## src/rtl/soft_stop_seq.sv

```systemverilog
module soft_stop_seq #(
  parameter int CODE_W     = 10,
  parameter int DLY_W      = 6,
  parameter int FALL_W     = 10,
  parameter int UNIT_TICKS = 250,
  parameter int STEP_CODES = 5
) (
  input  logic              clk,
  input  logic              rst_n,
  input  logic              tick_us,
  input  logic [15:0]       cfg_word,
  input  logic              off_req,
  input  logic              on_req,
  input  logic [CODE_W-1:0] tgt_in,
  input  logic [CODE_W-1:0] thr_code,
  output logic [CODE_W-1:0] tgt_out,
  output logic              busy,
  output logic              done
);
  localparam int DLY_MAX = ((1 << DLY_W) - 1) * UNIT_TICKS;
  localparam int FALL_MAX = (1 << FALL_W) - 1;
  localparam int CNT_W = $clog2((DLY_MAX > FALL_MAX ? DLY_MAX : FALL_MAX) + 2);

  typedef enum logic [1:0] {S_IDLE, S_WAIT, S_RAMP} st_t;
  st_t st;

  logic [CNT_W-1:0] cnt, dly_lim, fall_lim, dly_raw, fall_raw;
  logic [CODE_W-1:0] step_val;
  logic start, cnt_hit;

  assign dly_raw  = CNT_W'(cfg_word[15:16-DLY_W]) * CNT_W'(UNIT_TICKS);
  assign fall_raw = CNT_W'(cfg_word[FALL_W-1:0]);
  assign start    = (st == S_IDLE) && off_req && !on_req;
  assign cnt_hit  = (cnt + 1'b1) >= ((st == S_WAIT) ? dly_lim : fall_lim);
  assign busy     = (st != S_IDLE);

  always_comb begin
    if (tgt_out <= thr_code)
      step_val = tgt_out;
    else if ((tgt_out - thr_code) > CODE_W'(STEP_CODES))
      step_val = tgt_out - CODE_W'(STEP_CODES);
    else
      step_val = thr_code;
  end

  always_ff @(posedge clk or negedge rst_n) begin
    if (!rst_n) begin
      st       <= S_IDLE;
      cnt      <= '0;
      dly_lim  <= '0;
      fall_lim <= '0;
      tgt_out  <= '0;
      done     <= 1'b0;
    end else begin
      done <= 1'b0;
      if (start) begin
        st       <= S_WAIT;
        cnt      <= '0;
        tgt_out  <= tgt_in;
        dly_lim  <= (dly_raw == '0) ? CNT_W'(1) : dly_raw;
        fall_lim <= (fall_raw == '0) ? CNT_W'(1) : fall_raw;
      end else if (busy && on_req) begin
        st <= S_IDLE;
      end else if (busy && tick_us) begin
        if (!cnt_hit) begin
          cnt <= cnt + 1'b1;
        end else begin
          cnt <= '0;
          if (st == S_WAIT) begin
            st <= S_RAMP;
          end else begin
            tgt_out <= step_val;
            if (step_val <= thr_code) begin
              st   <= S_IDLE;
              done <= 1'b1;
            end
          end
        end
      end
    end
  end

  p_done_single_r6: assert property (@(posedge clk) disable iff (!rst_n)
    done |=> !done);
  p_done_ends_busy_r6: assert property (@(posedge clk) disable iff (!rst_n)
    done |-> (!busy && $past(busy)));
  p_abort_r7: assert property (@(posedge clk) disable iff (!rst_n)
    (busy && on_req) |=> (!busy && !done && $stable(tgt_out)));
  p_step_floor_r5: assert property (@(posedge clk) disable iff (!rst_n)
    ($past(busy) && busy && tgt_out != $past(tgt_out)) |->
      (($past(tgt_out) - tgt_out) <= CODE_W'(STEP_CODES) && tgt_out >= thr_code));
  p_start_r2: assert property (@(posedge clk) disable iff (!rst_n)
    (!busy && off_req && !on_req) |=> (busy && tgt_out == $past(tgt_in)));
endmodule

```

## config.mk

```make
export PLATFORM = sky130hd
export DESIGN_NAME = soft_stop_seq
export DESIGN_NICKNAME = d
export VERILOG_FILES = /design/src/rtl/soft_stop_seq.sv
export SDC_FILE = /design/constraint.sdc
export NUM_CORES = 1
export LEC_CHECK = 0
export BUFFER_PORTS_ARGS = -buffer_cell sky130_fd_sc_hd__buf_4
export CORE_AREA = 2 2 107 83
export CTS_CLUSTER_DIAMETER = 40
export DETAILED_ROUTE_END_ITERATION = 8
export DIE_AREA = 0 0 109 85
export GPL_TIMING_DRIVEN = 0
export PLACE_DENSITY = 0.81
export SYNTH_ARGS = -nofsm -noshare
export SYNTH_HDL_FRONTEND = slang
export SYNTH_SLANG_ARGS = --single-unit
```

## constraint.sdc

```tcl
create_clock -name clk -period 5.9 [get_ports clk]
set_clock_uncertainty 0.2 [all_clocks]
set_input_delay 0.59 -clock clk [delete_from_list [all_inputs] [get_ports clk]]
set_output_delay 0.59 -clock clk [all_outputs]
set_load 0.005 [all_outputs]
```

### Yosys cells after proc, flatten, opt, wreduce, memory -nomap -nowiden

Cells that the tools add are included.

* bits in registers: 55
* output and inout port bits: 12
* input port bits: 41

* multiplexer cells: 26
* equal/unequal tests: 3
* reductions and logical operators: 17
* add/sub/neg operators: 3
* multipliers: 1
* order comparisons: 4

Operators with widths (count)
* $mux W14: 6
* $mux W10: 8
* $logic_not A14 Y1: 2
* $le A10 B10 Y1: 2
* $add A14 B1 Y14 const B: 1
* $ge A14 B14 Y1: 1
* $mul A6 B7 Y13 const B: 1
* $mux W2: 6
* $gt A10 B3 Y1 const B: 1
* $sub A10 B10 Y10: 1
* $sub A10 B3 Y10 const B: 1
* $mux W1: 6
* $reduce_bool A2 Y1: 3
* $reduce_bool A3 Y1: 2
* $logic_and A1 B1 Y1: 4
* $ne A2 B2 Y1 const B: 2
* $reduce_and A4 Y1: 1
* $reduce_bool A4 Y1: 1
* $reduce_and A3 Y1: 1
* $eq A2 B1 Y1 const B: 1
* $logic_not A2 Y1: 1
* $reduce_and A2 Y1: 1
* $logic_not A1 Y1: 1

### Longest topological paths before layout

Gate-level depths: netlist (run 1).

* depth in word-level cells: 11
* gate-level depth with buffers: 21

### Worst setup path before layout (run 1)

OpenSTA, ideal clock, no wires.

* path type: in2reg
* start point: in thr_code[0]
* end point: reg st[0]
* setup slack: 1.309 ns
* required time: 5.557 ns
* arrival time: 4.249 ns
* buffers on the path: 0
* library setup time: 0.143 ns
* stages: 19
* path through: ha_1 inv_1 fa_1 nand3_1 a21oi_1 or4_1 a2111o_1 nor3_4 mux2_1 o21ai_1 ha_1 nor2b_1 o21a_1 o21ai_0 nand2b_1 a211oi_1 a21oi_1 a21oi_1 o21ai_0

* cells in the longest elaborated chain, start to end: 7

Ends and longest elaborated chain
* start: declaration: line 15 `input logic [CODE_W-1:0] thr_code,`
* $sub A10 B10 Y10: line 40 `else if ((tgt_out - thr_code) > CODE_W'(STEP_CODES))`
* $gt A10 B3 Y1: line 40
* $mux W10: line 40
* $mux W10: line 38 `if (tgt_out <= thr_code)`
* $le A10 B10 Y1 (*): line 73 `if (step_val <= thr_code) begin`
* $reduce_bool A4 Y1 (no line) (*)
* $reduce_and A3 Y1 (no line) (*)
* end signal: assignment: line 48 `st <= S_IDLE;`
* end signal: assignment: line 70 `st <= S_RAMP;`
* end signal: assignment: line 74 `st <= S_IDLE;`
* end: declaration: line 25 `st_t st;`

Mark *: on every way between the ends. The rest lies on a longest branch, timed or not.
A chain may end at the register's enable or synchronous reset.

### Worst setup path after layout (run 1)

* start point: reg tgt_out[0]
* end point: reg st[0]

* cells in the longest elaborated chain, start to end: 7

Ends and longest elaborated chain
* start: declaration: line 16 `output logic [CODE_W-1:0] tgt_out,`
* start signal: assignment: line 59 `tgt_out <= tgt_in;`
* start signal: assignment: line 72 `tgt_out <= step_val;`
* $sub A10 B10 Y10: line 40
* $gt A10 B3 Y1: line 40
* $mux W10: line 40
* $mux W10 (*): line 38
* $le A10 B10 Y1 (*): line 73
* $reduce_bool A4 Y1 (no line) (*)
* $reduce_and A3 Y1 (no line) (*)

Marks and branches as above.

==> results_dict.tcl, run 1 <==
set metrics [dict create \
    synth_largest_area_cell "dfrtp_1" \
    rows 29 \
    grt_pass1_wl_um 20820 \
    antenna_cells 0 \
    drive_gt1_share_pct 10.55 \
    layout.nets 731 \
    ir_worst_vdd_v 0.0002055 \
    critPathKind "reg2reg" \
    drcViolationCount 0 \
    final-setup-viol-count 0 \
    routed-via-count 4327 \
    cp_top_family "compound AO/OA/AOI/OAI gates" \
    drv_cap 0 \
    final_core_util_pct 65.93 \
    async_flop_share_pct 100.0 \
    post-route-period-util_pct 88.68 \
    path_cells "inv_1 > ha_1 > inv_1 > fa_1 > nand3_1 > a21oi_1 > or4_1 > a2111o_1 > nor3_4 > mux2_1 > o21ai_1 > ha_1 > nor2b_1 > o21a_1 > o21ai_0 > nand2b_1 > a211oi_1 > a21oi_1 > a21oi_1 > o21ai_0" \
    startpoint "tgt_out[0]$_DFFE_PN0P_" \
    drv_slew 0 \
    cp.arrival_ns 5.20 \
    min_period_ns 5.232 \
    root_buffer "clkbuf_8" \
    synth_seq_cells 51 \
    gp_congestion 0.9529 \
    grt_util_all_layers_pct 28.24 \
    wl_met3_um 794 \
    worstMarginPinSlew_ns 0.9923 \
    cts_resized 0 \
    ys_warn_count 0 \
    fin_tns_setup_ns 0 \
    p_leak_nw 2.630 \
    die_w_um 109 \
    crit_path_end_kind "register" \
    cts_tree "done" \
    cpPeakStageDelay_ns 0.51 \
    vias_per_cell 5.977 \
    numCtsBuffers 5 \
    core_sq_um 8237 \
    syn_avg_cell_area_sq_um 8.610 \
    clock-sinks 51 \
    wl_um 12340 \
    cts_buffer_depth 2 \
    antenna_found_initial 0 \
    design.die.area_sq_um 9265 \
    p_per_area_nw_per_um2 367.6 \
    timing.slew.headroom_pct 33.45 \
    met1_length_um 5874 \
    grt_overflow 0 \
    top_layer "met4" \
    ys_seq_area_share_pct 26.56 \
    syn_inst 558 \
    ys_types 61 \
    reg2reg_from "tgt_out[0]$_DFFE_PN0P_" \
    synth_edf_count 0 \
    final_hold_viol_count 0 \
    path_buf_inv 2 \
    drt-initial-drc-count 473 \
    hpwlAfterDp_um 9943 \
    synth.area.top_cells "dfrtp_1, ha_1, nand2_1" \
    grt_max_degree 52 \
    critPathMaxFanout 5 \
    io_pins 53 \
    die_y_um 85 \
    cts_setup_buffers 0 \
    ant_nets 0 \
    start_kind "register" \
    crit_top_cell "a21oi_1" \
    syn_area_sq_um 4805 \
    required_ns 5.87 \
    setup.reg_to_reg.worst_slack_ns 0.67 \
    area_delta_synth_final_pct 13.02 \
    clk-insertion-delay-late_ns 0.31 \
    start_util_pct 58.33 \
    synth_fp_nets 673 \
    routedWlPerCell_um 17.04 \
    status "finished clean" \
    grt_pass1_vias 4388 \
    slowest_stage "a2111o_1" \
    cts_hold_buffers 0 \
    rsz0062_at_grt "no" \
    first_pass_iters 6 \
    clock.fmax_mhz 191.1 \
    port_buffers 51 \
    h-tree-depth 2 \
    synth_top_area_share_pct 26.56 \
    ys.flop_type "dfrtp_1" \
    path_clk_slew_ns 0.10 \
    dr_wl_met2_um 5528 \
    hold_class "in2async" \
]
## final timing paths
check / to / depth (start not counted)
worst max-delay path: st[0]$_DFFE_PN0P_ / 20
min in group clk: fall_lim[3]$_DFFE_PN0P_ / 3
worst min register to register: fall_lim[3]$_DFFE_PN0P_ / 2
max in group asynchronous: tgt_out[5]$_DFFE_PN0P_ / 1
worst max register to register: st[0]$_DFFE_PN0P_ / 20
worst min-delay path: tgt_out[2]$_DFFE_PN0P_ / 1
## power breakdown
| part | internal [mW] | total [mW] | switching (mW) |
|---|---|---|---|
| Combinational | 0.515 | 1.20 | 0.689 |
| Clock | 0.125 | 0.240 | 0.115 |
| Sequential | 0.440 | 0.552 | 0.112 |
| Total | 1.08 | 2.00 | 0.916 |
## sequential cells by signal (all words and copies together), names as in the netlist
signal / count
fall_lim: 10
cnt: 14
dly_lim: 14
done: 1
st: 2
tgt_out: 10
## cell families after synthesis
family | share of synthesized area (%)
and+or+nand+nor | 19.19
xor gates and xnor gates | 3.828
adders and majority gates | 21.46
buffers and inverters | 5.234
muxes | 4.245
AOI/OAI and AO/OA | 19.48
DFF | 26.56
## worst register-to-register path: stages, from the launching register on
cell,delay (ns)
dfrtp_1,0.44
inv_1,0.13
ha_1,0.18
inv_1,0.06
fa_1,0.40
nand3_1,0.18
a21oi_1,0.12
or4_1,0.48
a2111o_1,0.51
nor3_4,0.28
mux2_1,0.38
o21ai_1,0.14
ha_1,0.25
nor2b_1,0.13
o21a_1,0.15
o21ai_0,0.17
nand2b_1,0.14
a211oi_1,0.28
a21oi_1,0.20
a21oi_1,0.20
o21ai_0,0.09
## placed cells by master, fill, tap and decap left out, drive strengths merged, types with 17 or more instances in the layout
cell and instances:
nand2 98, ha 60, buf 53, dfrtp 51, inv 47, o21ai 31, a21oi 26, nor2 21
clkbuf 21, a211oi 20, mux2i 17
## Yosys cell counts, types with 2 or more instances
| master | number |
|---|---|
| nand2_1 | 98 |
| ha_1 | 60 |
| dfrtp_1 | 51 |
| inv_1 | 47 |
| o21ai_0 | 30 |
| a21oi_1 | 25 |
| nor2_1 | 21 |
| a211oi_1 | 20 |
| mux2i_1 | 17 |
| clkbuf_1 | 15 |
| fa_1 | 14 |
| xor2_1 | 14 |
| nand3_1 | 13 |
| a21o_1 | 9 |
| nor3_1 | 8 |
| nor3b_1 | 8 |
| nand2b_1 | 7 |
| o22a_1 | 7 |
| xnor2_1 | 7 |
| and3_1 | 6 |
| nor2b_1 | 6 |
| a32o_1 | 5 |
| a31oi_1 | 4 |
| and4_1 | 4 |
| o211ai_1 | 4 |
| o21a_1 | 4 |
| o21bai_1 | 4 |
| or3_1 | 4 |
| a21boi_0 | 3 |
| o2bb2ai_1 | 3 |
| a211o_1 | 2 |
| and2_1 | 2 |
| mux2_1 | 2 |
| nand3b_1 | 2 |
| nand4_1 | 2 |
| nor4_1 | 2 |
| nor4b_1 | 2 |
| o31ai_1 | 2 |
| o41ai_1 | 2 |
## layout make-up
type | count | area [sq um]
flip-flops and latches | 51 | 1276
multi-input cells | 442 | 3282
plain buffers | 17 | 71.32
inverters | 48 | 180.2
clock inverters | 1 | 30.03
fillers | 706 | 2806
well taps | 108 | 135.1
repair buffers | 51 | 382.9
clock buffers | 6 | 72.57
## per-stage QoR
step                      cells  power, mW  hold WS, ns  instance area [sq um]  setup WS, ns
after global routing        724      2.170       0.1497                   5430        0.3325
after global placement      717      1.679       0.2567                   5323        0.8204
after detailed placement    717      1.740       0.2623                   5323        0.6383
final                       724      1.996      0.09541                   5430        0.6680
after CTS                   724      1.979       0.1264                   5425        0.7453
after floorplan             558      1.377      0.09441                   4805         1.309
## metal layers
| layer | global-route usage (%) | up-vias |
|---|---|---|
| li1 | - | 2099 |
| met5 | 0 | - |
| met2 | 43.20 | 149 |
| met4 | 6.294 | 0 |
| met3 | 4.071 | 16 |
| met1 | 42.46 | 2063 |
No activity file was read; power rests on OpenSTA's default activity.
==> inputs of run 2 (changes only) <==
- ABC_AREA: default -> 1
- CORE_AREA: 2 2 107 83 -> 2 2 111 86
- DIE_AREA: 0 0 109 85 -> 0 0 113 88
- PLACE_DENSITY: 0.81 -> 0.8
==> run 2 against run 1 <==
The run now ends with DRC left. Total power grew 34%. Final area grew 7.6%. Fmax grew 20%. Clock power grew 22%. Hold slack gained 0.029 ns. Sequential cell count is the same. Sequential share of layout area shrank 1.7 points.
==> results_dict.tcl, run 2 <==
set metrics [dict create \
    status "complete, but fails checks" \
    violations "DRC" \
    numCtsBuffers 5 \
    synth_largest_area_cell "dfrtp_1" \
    ant_nets 0 \
    port_buffers 52 \
    routedWlPerCell_um 14.66 \
    whs_ns 0.1241 \
    grt_max_degree 52 \
    post-route-period-util_pct 73.78 \
    grt_pass1_vias 4649 \
    first_pass_iters 7 \
    synth_edf_count 0 \
    synth.area.top_cells "dfrtp_1, ha_1, nand2_1" \
    cts_resized 0 \
    drv_cap 0 \
    r2r_end "st[1]$_DFFE_PN0P_" \
    final-setup-viol-count 0 \
    hpwlAfterDp_um 10290 \
    setup.reg_to_reg.worst_slack_ns 1.59 \
    drive_gt1_share_pct 14.53 \
    ir_worst_vdd_v 0.0001836 \
    cts_buffer_depth 2 \
    path_cells "buf_4 > fa_1 > inv_1 > fa_1 > inv_1 > fa_1 > ha_1 > nand2_1 > o21ai_0 > xor2_1 > nand3_1 > nor3_1 > nand2_1 > nand3_1 > nand2_1" \
    reg_top3 "cnt (14), dly_lim (14)" \
    syn_inst 704 \
    fin_tns_setup_ns 0 \
    clock-sinks 51 \
    routed-via-count 4815 \
    die_w_um 113 \
    yosysMostFrequentCell "nand2_1" \
    path_clk_slew_ns 0.07 \
    clock.fmax_mhz 229.7 \
    place_ws_ns 1.355 \
    critPathKind "in2reg" \
    reg2reg_from "tgt_out[0]$_DFFE_PN0P_" \
    core_sq_um 8859 \
    cts_hold_buffers 0 \
    crit_path_end_kind "register" \
    ys_types 43 \
    cpPeakStageDelay_ns 0.67 \
    synth_seq_cells 51 \
    vias_per_cell 5.497 \
    final_common_cell "nand2_1" \
    setup_slack_ns 1.547 \
    drt-initial-drc-count 386 \
    drv_slew 0 \
    final_cell_mix "nand2_1, inv_1, ha_1" \
    ys_seq_area_share_pct 24.71 \
    synth_fp_nets 819 \
    final_hold_viol_count 0 \
    required_ns 5.89 \
    ys.flop_type "dfrtp_1" \
    rows 30 \
    grt_pass1_wl_um 21610 \
    slowest_stage "fa_1" \
    drcViolationCount 3 \
    design.die.area_sq_um 9944 \
    start_util_pct 58.31 \
    p_leak_nw 3.177 \
    die_y_um 88 \
    async_flop_share_pct 100.0 \
    cts_tree "done" \
    timing.slew.headroom_pct 37.48 \
    area_delta_synth_final_pct 13.08 \
    finalNonFillerCells 876 \
    grt_overflow 0 \
    cp.arrival_ns 4.34 \
    wl_um 12850 \
    syn_avg_cell_area_sq_um 7.337 \
    synth_top_area_share_pct 24.71 \
    io_pins 53 \
    power_mw 2.666 \
    h-tree-depth 2 \
    gp_congestion 0.9930 \
    placedCellCount 868 \
    antenna_found_initial 0 \
    worstMarginPinSlew_ns 0.9343 \
    layout.nets 878 \
    synthTopCellsByCount "nand2_1, inv_1, ha_1" \
    clk-insertion-delay-late_ns 0.30 \
    p_per_area_nw_per_um2 456.4 \
    root_buffer "clkbuf_16" \
    r2r_cells 26 \
    hold_class "in2async" \
    critPathMaxFanout 6 \
    min_period_ns 4.353 \
    syn_area_sq_um 5165 \
    cts_setup_buffers 0 \
    antenna_cells 0 \
    rsz0062_at_grt "no" \
    grt_util_all_layers_pct 26.79 \
    ys_warn_count 0 \
    start_kind "input pin" \
]
==> run 2: area by class of cell <==
class	instances	area, sq um
timing repair buffer	52	390.4
clock inverter	2	16.27
clock buffer	6	128.9
tap	112	140.1
buffer	15	123.9
sequential	51	1276
inverter	125	474.2
multi-input combinational	513	3291
fill	757	3018
==> run 2: routing by layer <==
layer  global-route usage [%]  part of all wire (%)
met1                    38.60                    48
met4                    5.211                   1.0
met5                        0                     0
met3                    3.253                   5.0
met2                    44.15                    46
==> run 2: report_power, final <==
group / internal [mW] / switching [mW] / leakage, nW
registers: 0.480 / 0.125 / 0.641
logic: 0.695 / 1.07 / 2.47
clock network: 0.159 / 0.135 / 0.0675
total: 1.33 / 1.33 / 3.18
==> run 2: worst max path at each step <==
stage / startpoint / to / slack [ns] / cells past startpoint
after global placement: cfg_word[13] / dly_lim[2]$_DFFE_PN0P_ / 1.46 / 15
after detailed placement: cfg_word[13] / dly_lim[2]$_DFFE_PN0P_ / 1.36 / 15
after floorplan: cfg_word[13] / dly_lim[1]$_DFFE_PN0P_ / 1.96 / 14
after CTS: cfg_word[13] / dly_lim[2]$_DFFE_PN0P_ / 1.62 / 15
after global routing: tgt_out[0]$_DFFE_PN0P_ / st[1]$_DFFE_PN0P_ / 1.20 / 26
final: cfg_word[13] / dly_lim[2]$_DFFE_PN0P_ / 1.55 / 15
==> run 2: cells by family after synthesis <==
group,synth area share (%)
simple gates,27.45
buf+inv,11.58
compound gates,11.00
fa+ha+maj,19.96
flops,24.71
xor+xnor,3.561
mux,1.744
==> run 2: per-stage QoR <==
| stage | util, % | cell area [sq um] |
|---|---|---|
| 3_5_place_dp | 64.29 | 5695 |
| 2_1_floorplan | - | 5165 |
| 6_report | 65.93 | 5841 |
| 3_3_place_gp | 64.29 | 5695 |
| 4_1_cts | 65.93 | 5841 |
| 5_1_grt | 65.93 | 5841 |
==> run 2: critical path, delay by kind of cell <==
family / cells / cell delay, ns
adder cells (fa/ha/maj): 4 / 2.12
XOR/XNOR: 1 / 0.31
AND/OR/NAND/NOR: 6 / 0.69
AO/OA/AOI/OAI: 1 / 0.33
buffers and inverters: 3 / 0.29
